===== config.mk =====
export PLATFORM = sky130hd
export DESIGN_NAME = mode_menu_ctrl
export DESIGN_NICKNAME = d
export VERILOG_FILES = /design/src/rtl/menu_pkg.sv /design/src/rtl/btn_debounce.sv /design/src/rtl/flash_seq.sv /design/src/rtl/menu_fsm.sv /design/src/rtl/mode_menu_ctrl.sv
export SDC_FILE = /design/constraint.sdc
export NUM_CORES = 1
export LEC_CHECK = 0
export CAP_MARGIN = 20
export CORE_UTILIZATION = 57
export CTS_CLUSTER_DIAMETER = 120
export DETAILED_ROUTE_END_ITERATION = 10
export DONT_BUFFER_PORTS = 1
export PLACE_DENSITY = 0.75
export RECOVER_POWER = 25
export SETUP_SLACK_MARGIN = 0.4
export SLEW_MARGIN = 20
export SYNTH_ARGS = -nofsm -noshare
export SYNTH_HDL_FRONTEND = slang
export SYNTH_SLANG_ARGS = --single-unit

===== constraint.sdc =====
create_clock -name clk -period 2 [get_ports clk]
set_clock_uncertainty 0.1 [all_clocks]
set_input_delay 0.4 -clock clk [delete_from_list [all_inputs] [get_ports clk]]
set_output_delay 0.4 -clock clk [all_outputs]
set_load 0.02 [all_outputs]

===== src/rtl/menu_pkg.sv =====
package menu_pkg;
  localparam int NUM_BTN  = 4;
  localparam int FMT_W    = 4;
  localparam int FRQ_W    = 3;
  localparam int MODE_W   = 2;
  localparam int LED_W    = 8;
  localparam int FMT_LAST = 11;
  localparam int FRQ_LAST = 4;

  typedef enum logic [1:0] {
    MENU_MAIN = 2'd0,
    MENU_MODE = 2'd1,
    MENU_FMT  = 2'd2,
    MENU_FREQ = 2'd3
  } menu_e;

  localparam logic [MODE_W-1:0] SYS_GENLOCK = 2'd0;
  localparam logic [MODE_W-1:0] SYS_PASS    = 2'd1;
  localparam logic [MODE_W-1:0] SYS_STAND   = 2'd2;

  localparam int B_CANCEL = 0;
  localparam int B_OK     = 1;
  localparam int B_UP     = 2;
  localparam int B_DOWN   = 3;

  function automatic logic pair_ok(logic [FMT_W-1:0] f, logic [FRQ_W-1:0] q);
    if (f <= 4'd1)       return q == 3'd0;
    else if (f <= 4'd9)  return (q == 3'd1) || (q == 3'd2);
    else if (f <= 4'd11) return (q == 3'd3) || (q == 3'd4);
    else                 return 1'b0;
  endfunction
endpackage


===== src/rtl/btn_debounce.sv =====
module btn_debounce #(
  parameter int DEB_LEN = 16
) (
  input  logic clk,
  input  logic rst_n,
  input  logic raw,
  output logic press
);
  localparam int CW = (DEB_LEN > 2) ? $clog2(DEB_LEN) : 1;
  localparam logic [CW-1:0] CNT_LAST = CW'(DEB_LEN - 1);

  logic [1:0]    sync_q;
  logic          level_q;
  logic [CW-1:0] cnt_q;

  always_ff @(posedge clk) begin
    if (!rst_n) begin
      sync_q  <= '0;
      level_q <= 1'b0;
      cnt_q   <= '0;
      press   <= 1'b0;
    end else begin
      sync_q <= {sync_q[0], raw};
      press  <= 1'b0;
      if (sync_q[1] != level_q) begin
        if (cnt_q == CNT_LAST) begin
          level_q <= sync_q[1];
          cnt_q   <= '0;
          press   <= sync_q[1];
        end else begin
          cnt_q <= cnt_q + 1'b1;
        end
      end else begin
        cnt_q <= '0;
      end
    end
  end
endmodule


===== src/rtl/flash_seq.sv =====
module flash_seq #(
  parameter int FLASH_LEN = 8
) (
  input  logic clk,
  input  logic rst_n,
  input  logic go,
  input  logic two,
  output logic busy,
  output logic lit
);
  localparam int CW = (FLASH_LEN > 2) ? $clog2(FLASH_LEN) : 1;
  localparam logic [CW-1:0] CNT_LAST = CW'(FLASH_LEN - 1);

  logic [2:0]    halves_q;
  logic [CW-1:0] cnt_q;

  always_ff @(posedge clk) begin
    if (!rst_n) begin
      halves_q <= '0;
      cnt_q    <= '0;
    end else if (go && (halves_q == 3'd0)) begin
      halves_q <= two ? 3'd4 : 3'd2;
      cnt_q    <= '0;
    end else if (halves_q != 3'd0) begin
      if (cnt_q == CNT_LAST) begin
        cnt_q    <= '0;
        halves_q <= halves_q - 3'd1;
      end else begin
        cnt_q <= cnt_q + 1'b1;
      end
    end
  end

  assign busy = (halves_q != 3'd0);
  assign lit  = busy && !halves_q[0];
endmodule


===== src/rtl/menu_fsm.sv =====
module menu_fsm
  import menu_pkg::*;
(
  input  logic                  clk,
  input  logic                  rst_n,
  input  logic [NUM_BTN-1:0]    press,
  input  logic                  busy,
  input  logic                  cfg_ok,
  output menu_e                 menu,
  output logic [MODE_W-1:0]     mode_q,
  output logic [FMT_W-1:0]      fmt_q,
  output logic [FRQ_W-1:0]      freq_q,
  output logic                  fl_go,
  output logic                  fl_two
);
  logic [FMT_W-1:0] pf_q;
  logic [FRQ_W-1:0] pq_q;
  logic             take;

  assign take = !busy && !fl_go;

  always_ff @(posedge clk) begin
    if (!rst_n) begin
      menu   <= MENU_MAIN;
      mode_q <= SYS_STAND;
      fmt_q  <= '0;
      freq_q <= '0;
      pf_q   <= '0;
      pq_q   <= '0;
      fl_go  <= 1'b0;
      fl_two <= 1'b0;
    end else begin
      fl_go <= 1'b0;
      if (take) begin
        case (menu)
          MENU_MAIN: begin
            if (press[0])      menu <= MENU_MODE;
            else if (press[1]) begin fl_go <= 1'b1; fl_two <= 1'b1; end
            else if (press[2]) menu <= MENU_FMT;
            else if (press[3]) menu <= MENU_FREQ;
          end
          MENU_MODE: begin
            if (press[B_CANCEL]) begin
              menu <= MENU_MAIN;
            end else if (|press[3:1]) begin
              menu   <= MENU_MAIN;
              fl_go  <= 1'b1;
              fl_two <= !cfg_ok;
              if (cfg_ok)
                mode_q <= press[1] ? SYS_GENLOCK : (press[2] ? SYS_PASS : SYS_STAND);
            end
          end
          MENU_FMT, MENU_FREQ: begin
            if (press[B_CANCEL]) begin
              menu <= MENU_MAIN;
              if (menu == MENU_FMT) pf_q <= fmt_q;
              else                  pq_q <= freq_q;
            end else if (press[B_OK]) begin
              menu  <= MENU_MAIN;
              fl_go <= 1'b1;
              if ((mode_q == SYS_STAND) && pair_ok(pf_q, pq_q)) begin
                fmt_q  <= pf_q;
                freq_q <= pq_q;
                fl_two <= 1'b0;
              end else begin
                fl_two <= 1'b1;
              end
            end else if (press[B_UP]) begin
              if (menu == MENU_FMT)
                pf_q <= (pf_q == FMT_W'(FMT_LAST)) ? '0 : pf_q + 1'b1;
              else
                pq_q <= (pq_q == FRQ_W'(FRQ_LAST)) ? '0 : pq_q + 1'b1;
            end else if (press[B_DOWN]) begin
              if (menu == MENU_FMT)
                pf_q <= (pf_q == '0) ? FMT_W'(FMT_LAST) : pf_q - 1'b1;
              else
                pq_q <= (pq_q == '0) ? FRQ_W'(FRQ_LAST) : pq_q - 1'b1;
            end
          end
          default: menu <= MENU_MAIN;
        endcase
      end
    end
  end
endmodule


===== src/rtl/mode_menu_ctrl.sv =====
module mode_menu_ctrl
  import menu_pkg::*;
#(
  parameter int DEB_LEN   = 20000,
  parameter int BLINK_LEN = 12500000,
  parameter int FLASH_LEN = 6250000
) (
  input  logic         clk,
  input  logic         rst_n,
  input  logic [3:0]   btn_raw,
  input  logic         cfg_ok,
  output logic [7:0]   led,
  output logic [1:0]   sys_mode,
  output logic [3:0]   fmt_code,
  output logic [2:0]   freq_code
);
  localparam int BW = (BLINK_LEN > 2) ? $clog2(BLINK_LEN) : 1;
  localparam logic [BW-1:0] BLINK_LAST = BW'(BLINK_LEN - 1);

  logic [NUM_BTN-1:0] press;
  logic               fl_busy;
  logic               fl_lit;
  logic               fl_go;
  logic               fl_two;
  menu_e              menu;
  logic [BW-1:0]      blink_cnt;
  logic               blink_on;

  for (genvar i = 0; i < NUM_BTN; i++) begin : g_btn
    btn_debounce #(.DEB_LEN(DEB_LEN)) i_deb (
      .clk   (clk),
      .rst_n (rst_n),
      .raw   (btn_raw[i]),
      .press (press[i])
    );
  end

  menu_fsm i_fsm (
    .clk    (clk),
    .rst_n  (rst_n),
    .press  (press),
    .busy   (fl_busy),
    .cfg_ok (cfg_ok),
    .menu   (menu),
    .mode_q (sys_mode),
    .fmt_q  (fmt_code),
    .freq_q (freq_code),
    .fl_go  (fl_go),
    .fl_two (fl_two)
  );

  flash_seq #(.FLASH_LEN(FLASH_LEN)) i_flash (
    .clk   (clk),
    .rst_n (rst_n),
    .go    (fl_go),
    .two   (fl_two),
    .busy  (fl_busy),
    .lit   (fl_lit)
  );

  always_ff @(posedge clk) begin
    if (!rst_n) begin
      blink_cnt <= '0;
      blink_on  <= 1'b1;
    end else if (blink_cnt == BLINK_LAST) begin
      blink_cnt <= '0;
      blink_on  <= !blink_on;
    end else begin
      blink_cnt <= blink_cnt + 1'b1;
    end
  end

  always_comb begin
    if (fl_busy) begin
      led = {LED_W{fl_lit}};
    end else begin
      led      = '0;
      led[menu] = blink_on;
      led[5]   = (sys_mode == SYS_GENLOCK);
      led[6]   = (sys_mode == SYS_PASS);
      led[7]   = (sys_mode == SYS_STAND);
    end
  end
endmodule


### Yosys cells after proc, flatten, opt, wreduce, memory -nomap -nowiden

Index checks and enable logic that the tools add are counted.

| storage, ports and cells | value |
|---|---|
| output and inout port bits | 17 |
| bits of input ports | 7 |
| logic and storage cells | 187 |
| bits in registers | 147 |

| cells by class | value |
|---|---|
| add/sub/neg operators | 11 |
| eq/ne operators | 31 |
| reduce and logical (&&, ||, !) cells | 46 |
| multiplexer cells | 58 |
| bitwise gates (word level) | 8 |
| order comparisons | 5 |

Operators by type and width:

| operator | count |
|---|---|
| adder 15 x 1 -> 15 bit (second input constant) | 4 |
| == test 15 bit (second input constant) | 4 |
| two-way mux 3 bit | 13 |
| two-way mux 4 bit | 9 |
| AND reduction 5 bit | 5 |
| adder 24 x 1 -> 24 bit (second input constant) | 1 |
| == test 24 bit (second input constant) | 1 |
| adder 23 x 1 -> 23 bit (second input constant) | 1 |
| == test 23 bit (second input constant) | 1 |
| two-way mux 23 bit | 1 |
| two-way mux 1 bit | 20 |
| two-way mux 2 bit | 10 |
| OR reduction 3 bit | 6 |
| inequality test 2 bit (second input constant) | 6 |
| AND reduction 2 bit | 6 |
| AND reduction 3 bit | 4 |
| <= comparator 4 bit (second input constant) | 2 |
| two-way mux 8 bit | 1 |
| NOT 1 bit | 7 |
| AND reduction 7 bit | 1 |
| == test 2 bit (second input constant) | 3 |
| == test 3 x 2 -> 1 bit (second input constant) | 2 |
| zero test 3 bit | 2 |
| inequality test 3 bit (second input constant) | 2 |
| other kinds (28) | 47 |

### Depth between registers and ports, before layout

| logic depth | value |
|---|---|
| word-level depth | 15 |
| depth in mapped cells | 9 |
| gate-level depth less buffers | 7 |

### Modules after synthesis

From an unflattened synthesis, not the netlist that was laid out.

| second synthesis, totals | value |
|---|---|
| cells, all modules | 820 |
| area, all modules | 7,231.9 µm² |

Modules (own cells, without submodules):

| module | area each (µm²) | sequential area each (µm²) | cells an instance | instances |
|---|---|---|---|---|
| btn_debounce | 797.0 | 380.4 | 89 | 4 |
| flash_seq | 1,395.1 | 520.5 | 149 | 1 |
| menu_fsm | 1,383.8 | 400.4 | 167 | 1 |
| mode_menu_ctrl | 1,265.0 | 500.5 | 148 | 1 |

### Least setup slack after synthesis

Ideal clock, no wire load.

| timing path | value |
|---|---|
| path type | register to register |
| start point | reg i_fsm.pf_q[0] |
| end point | reg i_fsm.fmt_q[2] |
| period minus slack after synthesis | 2.117 ns |
| library setup time | 0.115 ns |
| arrival time | 1.902 ns |
| cell stages (with the launch flop) | 9 |
| slack | -0.117 ns |
| cells stage by stage | dfxtp_1 -> inv_1 -> ha_1 -> or4b_4 -> o22ai_4 -> o2111ai_4 -> buf_6 -> nand3_2 -> o21ai_2 |

| on the way | value |
|---|---|
| longest elaborated chain between the ends | 11 |
| elaborated cells on any way between the ends | 13 |

Ends and longest elaborated chain:

| what | RTL line | RTL |
|---|---|---|
| start, declared | menu_fsm.sv:16 | `logic [FMT_W-1:0] pf_q;` |
| start signal, assigned | menu_fsm.sv:56 | `if (menu == MENU_FMT) pf_q <= fmt_q;` |
| start signal, assigned | menu_fsm.sv:70 | `pf_q <= (pf_q == FMT_W'(FMT_LAST)) ? '0 : pf_q + 1'b1;` |
| start signal, assigned | menu_fsm.sv:75 | `pf_q <= (pf_q == '0) ? FMT_W'(FMT_LAST) : pf_q - 1'b1;` |
| <= comparator 4 bit | menu_pkg.sv:29 | `else if (f <= 4'd11) return (q == 3'd3) \|\| (q == 3'd4);` |
| two-way mux 1 bit | menu_pkg.sv:29 |  |
| two-way mux 1 bit | menu_pkg.sv:28 | `else if (f <= 4'd9) return (q == 3'd1) \|\| (q == 3'd2);` |
| two-way mux 1 bit (*) | menu_pkg.sv:27 | `if (f <= 4'd1) return q == 3'd0;` |
| two-way mux 1 bit (*) | menu_fsm.sv:58 | `end else if (press[B_OK]) begin` |
| two-way mux 1 bit (*) | menu_fsm.sv:54 | `if (press[B_CANCEL]) begin` |
| two-way mux 1 bit (*) | menu_fsm.sv:35 | `case (menu)` |
| two-way mux 1 bit (*) | menu_fsm.sv:34 | `if (take) begin` |
| two-way mux 1 bit (*) | menu_fsm.sv:23 | `if (!rst_n) begin` |
| logical AND 1 bit (*) | menu_fsm.sv:61 | `if ((mode_q == SYS_STAND) && pair_ok(pf_q, pq_q)) begin` |
| AND reduction 5 bit (no source line) (*) | - |  |
| end signal, assigned | menu_fsm.sv:62 | `fmt_q <= pf_q;` |
| end, declared | menu_fsm.sv:11 | `output logic [FMT_W-1:0] fmt_q,` |

Every way passes the cells marked *; elsewhere a longest branch is shown, timed or not. The select of a mux whose other input is x is not followed.
A chain may end at the register's enable or synchronous reset.

### Worst setup path in the final report

| timing path | value |
|---|---|
| start point | reg i_flash.halves_q[1] |
| end point | out led[0] |

| on the way | value |
|---|---|
| longest elaborated chain between the ends | 3 |

Ends and longest elaborated chain:

| what | RTL line | RTL |
|---|---|---|
| start, declared | flash_seq.sv:14 | `logic [2:0] halves_q;` |
| start signal, assigned | flash_seq.sv:22 | `halves_q <= two ? 3'd4 : 3'd2;` |
| start signal, assigned | flash_seq.sv:27 | `halves_q <= halves_q - 3'd1;` |
| nonzero test 3 bit (*) | flash_seq.sv:34 | `assign busy = (halves_q != 3'd0);` |
| logical AND 1 bit | flash_seq.sv:35 | `assign lit = busy && !halves_q[0];` |
| two-way mux 8 bit (*) | mode_menu_ctrl.sv:74 | `if (fl_busy) begin` |
| end, declared | mode_menu_ctrl.sv:12 | `output logic [7:0] led,` |

Every way passes the cells marked *; elsewhere a longest branch is shown, timed or not.

==> results.yml <==
clock_tree:
  cts_max_path_buffers: 2
  root_buffer: "clkbuf_16"
  path_clk_slew_ns: 0.06
  ctsHtreeMaxLevel: 4
  cts_buffers: 17
  cts_tree: "built"
  worstSkewPairLatency_ns: 0.42
  clock-sinks: 147
detailed_routing:
  drt_iter0_markers: 394
  drtPass1Iterations: 7
  ant_nets: 0
  drc: 4
  wire_per_inst_um: 16.2
  route.vias.total: 5788
  finalWirelength_mm: 16.5
  viasPerCell: 5.68
setup_path:
  critPathLaunchType: "flip-flop"
  reg2regPathDepth: 8
  critPathKind: "flip-flop to primary output"
  critical_path_required_ns: 1.50
  crit_fanout: 3
  critPathCaptureType: "primary output"
  crit_end: "led[0]"
  cp-startpoint: "i_flash.halves_q[1]"
  cp.arrival_ns: 1.55
  r2r-end: "i_fsm.freq_q[1]"
  reg2reg_slack_ns: 0.01
  r2r-start: "i_fsm.pf_q[0]"
logic_synthesis:
  seq_area_frac_synth_pct: 43.0
  synth-async-reset-ratio_pct: 0
  synth.distinct_cells: 59
  synth_seq_cells: 147
  synth.top_cell.area_share_pct: 43.0
  ys_top_cells_by_area: "dfxtp_1 (43%), xor2_1 (7.7%), nor2_1 (7.4%), xnor2_1 (5.0%), nand3_1 (4.5%)"
  synth_top_cell_by_area: "dfxtp_1"
  synth-warning-count: 0
  syn_area_um2: 6840
  avgSynthCellArea_um2: 8.59
  synth.net_count: 820
  synth_cells: 796
  synth-main-ff-cell: "dfxtp_1"
  synth_edf_count: 0
place:
  postPlaceCellArea_um2: 7280
  portBuffers: 0
  pre_cts_ws_ns: -0.127
  dpl.hpwl_mm: 9.40
  gp_congestion: 0.829
timing:
  finalSetupViolCount: 5
  slew_viol_final: 0
  whs_ns: -0.00720
  fmax_mhz: 487
  final.setup.tns_ns: -0.224
  timing.final.crit_period_ns: 2.05
  hold_violations: 1
  rsz0062_at_grt: "yes"
  worstMarginPinSlew_ns: 0.639
  setup_ws_ns: -0.0526
  slew_headroom_pct: 57.4
  fin_crit_sh_pct: 103
grt:
  grt_max_degree: 60
  grt_pass1_wl_mm: 26.6
  overflow: 0
  grt_usage_pct: 26.3
  grt_pass1_vias: 5781
  antenna_found_initial: 0
run_status:
  status: "finished, violations left"
  violations: "design-rule violations, negative hold slack, negative setup slack"
final_layout:
  nNetsFinal: 887
  final_area_um2: 9000
  diodes: 0
  multiInputGateArea_um2: 4510
  areaGrowthSynthToFinish_pct: 31.5
  drive_gt1_share_pct: 32.2
  fillCellCount: 737
  area.sequential_um2: 3000
power_and_ir_drop:
  ir_drop_mv: 0.702
  leakagePower_uw: 0.00314
  power-per-cell-area_nw_per_um2: 708
die:
  die_h_um: 112
  core_um2: 11600
  io_pins: 24
  die_area_um2: 12400
  dieWidth_um: 112
  initial_core_util_pct: 59.1
  num_rows: 39
run:
  maxCapViolations: 0
worst_hold_path:
  hp-class: "input port to flip-flop"
  hold_start: "rst_n"
[power breakdown]
group | total, uW | internal (uW) | switching [uW]
Combinational | 104 | 46.2 | 58.1
Clock | 3320 | 2060 | 1260
Sequential | 2950 | 2940 | 13.0
[cell usage after synthesis, types with 8 or more instances]
| cell type | instances |
|---|---|
| clkbuf_1 | 16 |
| a21oi_1 | 13 |
| nor3_1 | 21 |
| nand2b_1 | 8 |
| and2_1 | 13 |
| and3_1 | 12 |
| nand4_1 | 22 |
| inv_1 | 23 |
| xnor2_1 | 39 |
| o21ai_0 | 14 |
| dfxtp_1 | 147 |
| xor2_1 | 60 |
| ha_1 | 17 |
| nor2_1 | 135 |
| nor2b_1 | 16 |
| nand2_1 | 77 |
| nand3_1 | 61 |
[routing by layer]
metal | vias up | part of all wire (%) | global-route usage (%) | routed length, um
met2 | 107 | 51 | 45.9 | 8460
li1 | 2855 | - | - | -
met4 | 0 | 1.5 | 8.38 | 246
met1 | 2801 | 43 | 31.3 | 7110
met5 | - | 0 | 0 | 0
met3 | 25 | 4.3 | 7.40 | 708
[registers in the layout, summed over array words and instances (netlist names), 2 cells and up]
| register | count |
|---|---|
| g_btn.i_deb.cnt_q | 60 |
| blink_cnt | 24 |
| i_flash.cnt_q | 23 |
| g_btn.i_deb.sync_q | 8 |
| g_btn.i_deb.level_q | 4 |
| g_btn.i_deb.press | 4 |
| i_fsm.fmt_q | 4 |
| i_fsm.pf_q | 4 |
| i_flash.halves_q | 3 |
| i_fsm.freq_q | 3 |
| i_fsm.pq_q | 3 |
| i_fsm.menu | 2 |
| i_fsm.mode_q | 2 |
[cells by family after synthesis]
| group | Yosys count | synth area share [%] |
|---|---|---|
| muxes | 7 | 1.02 |
| and+or+nand+nor | 408 | 29.5 |
| xor gates and xnor gates | 99 | 12.7 |
| adders and majority gates | 17 | 3.11 |
| DFF | 147 | 43.0 |
| AOI/OAI and AO/OA | 69 | 7.43 |
| buffers and inverters | 49 | 3.27 |
[per-stage QoR]
step	std cells	utilization [%]	total power [uW]
detailed placement	938	63.0	3080
CTS	1002	74.0	6380
global placement	938	63.0	3070
global route	1019	77.8	6550
finish	1019	77.8	6370
floorplan	796	-	3080
[final cells by class]
cell class | count | share of cell area [%]
timing repair buffer | 67 | 6.62
inverter | 23 | 1.10
tap | 143 | 1.99
sequential | 147 | 33.3
multi-input combinational | 607 | 50.1
clock inverter | 12 | 1.71
clock buffer | 20 | 5.19
[cell usage in the layout, fill, tap and decap left out, drive strengths merged, types with 12 or more instances in the layout]
master,synthesis,final
inv,23,24
nor3,21,21
nand4,22,22
nor2,135,135
xor2,60,60
and2,13,13
dfxtp,147,147
buf,10,61
nand3,65,66
clkbuf,16,23
and3,12,12
ha,17,17
nor2b,16,16
xnor2,39,39
a21oi,13,13
nand2,77,77
o21ai,21,21
[timing repair]
action / CTS / global route
resized for setup: 114 / 102
cloned: 6 / 1
hold buffers: 3 / 0
pin swaps: 63 / 39
endpoints found under the hold margin: 4 / 0
buffers inserted: 23 / 16
setup endpoints to repair: 120 / 136
[worst max-delay path, cell delays in order (launching register included)]
cell	delay (ns)
dfxtp_2	0.32
inv_2	0.07
ha_4	0.16
nor2b_4	0.17
buf_6	0.12
nand2_4	0.08
o21ai_4	0.22
[worst min path at each step]
stage	cells past startpoint	to	slack (ns)
5_1_grt	2	i_flash.halves_q[2]	-0.002
3_3_place_gp	1	g_btn[3].i_deb.sync_q[1]	0.32
2_1_floorplan	1	g_btn[0].i_deb.sync_q[1]	0.31
3_5_place_dp	1	g_btn[3].i_deb.sync_q[1]	0.32
6_report	2	i_flash.halves_q[2]	-0.007
4_1_cts	1	blink_cnt[13]	0.0009
No activity file was read; power rests on OpenSTA's default activity.
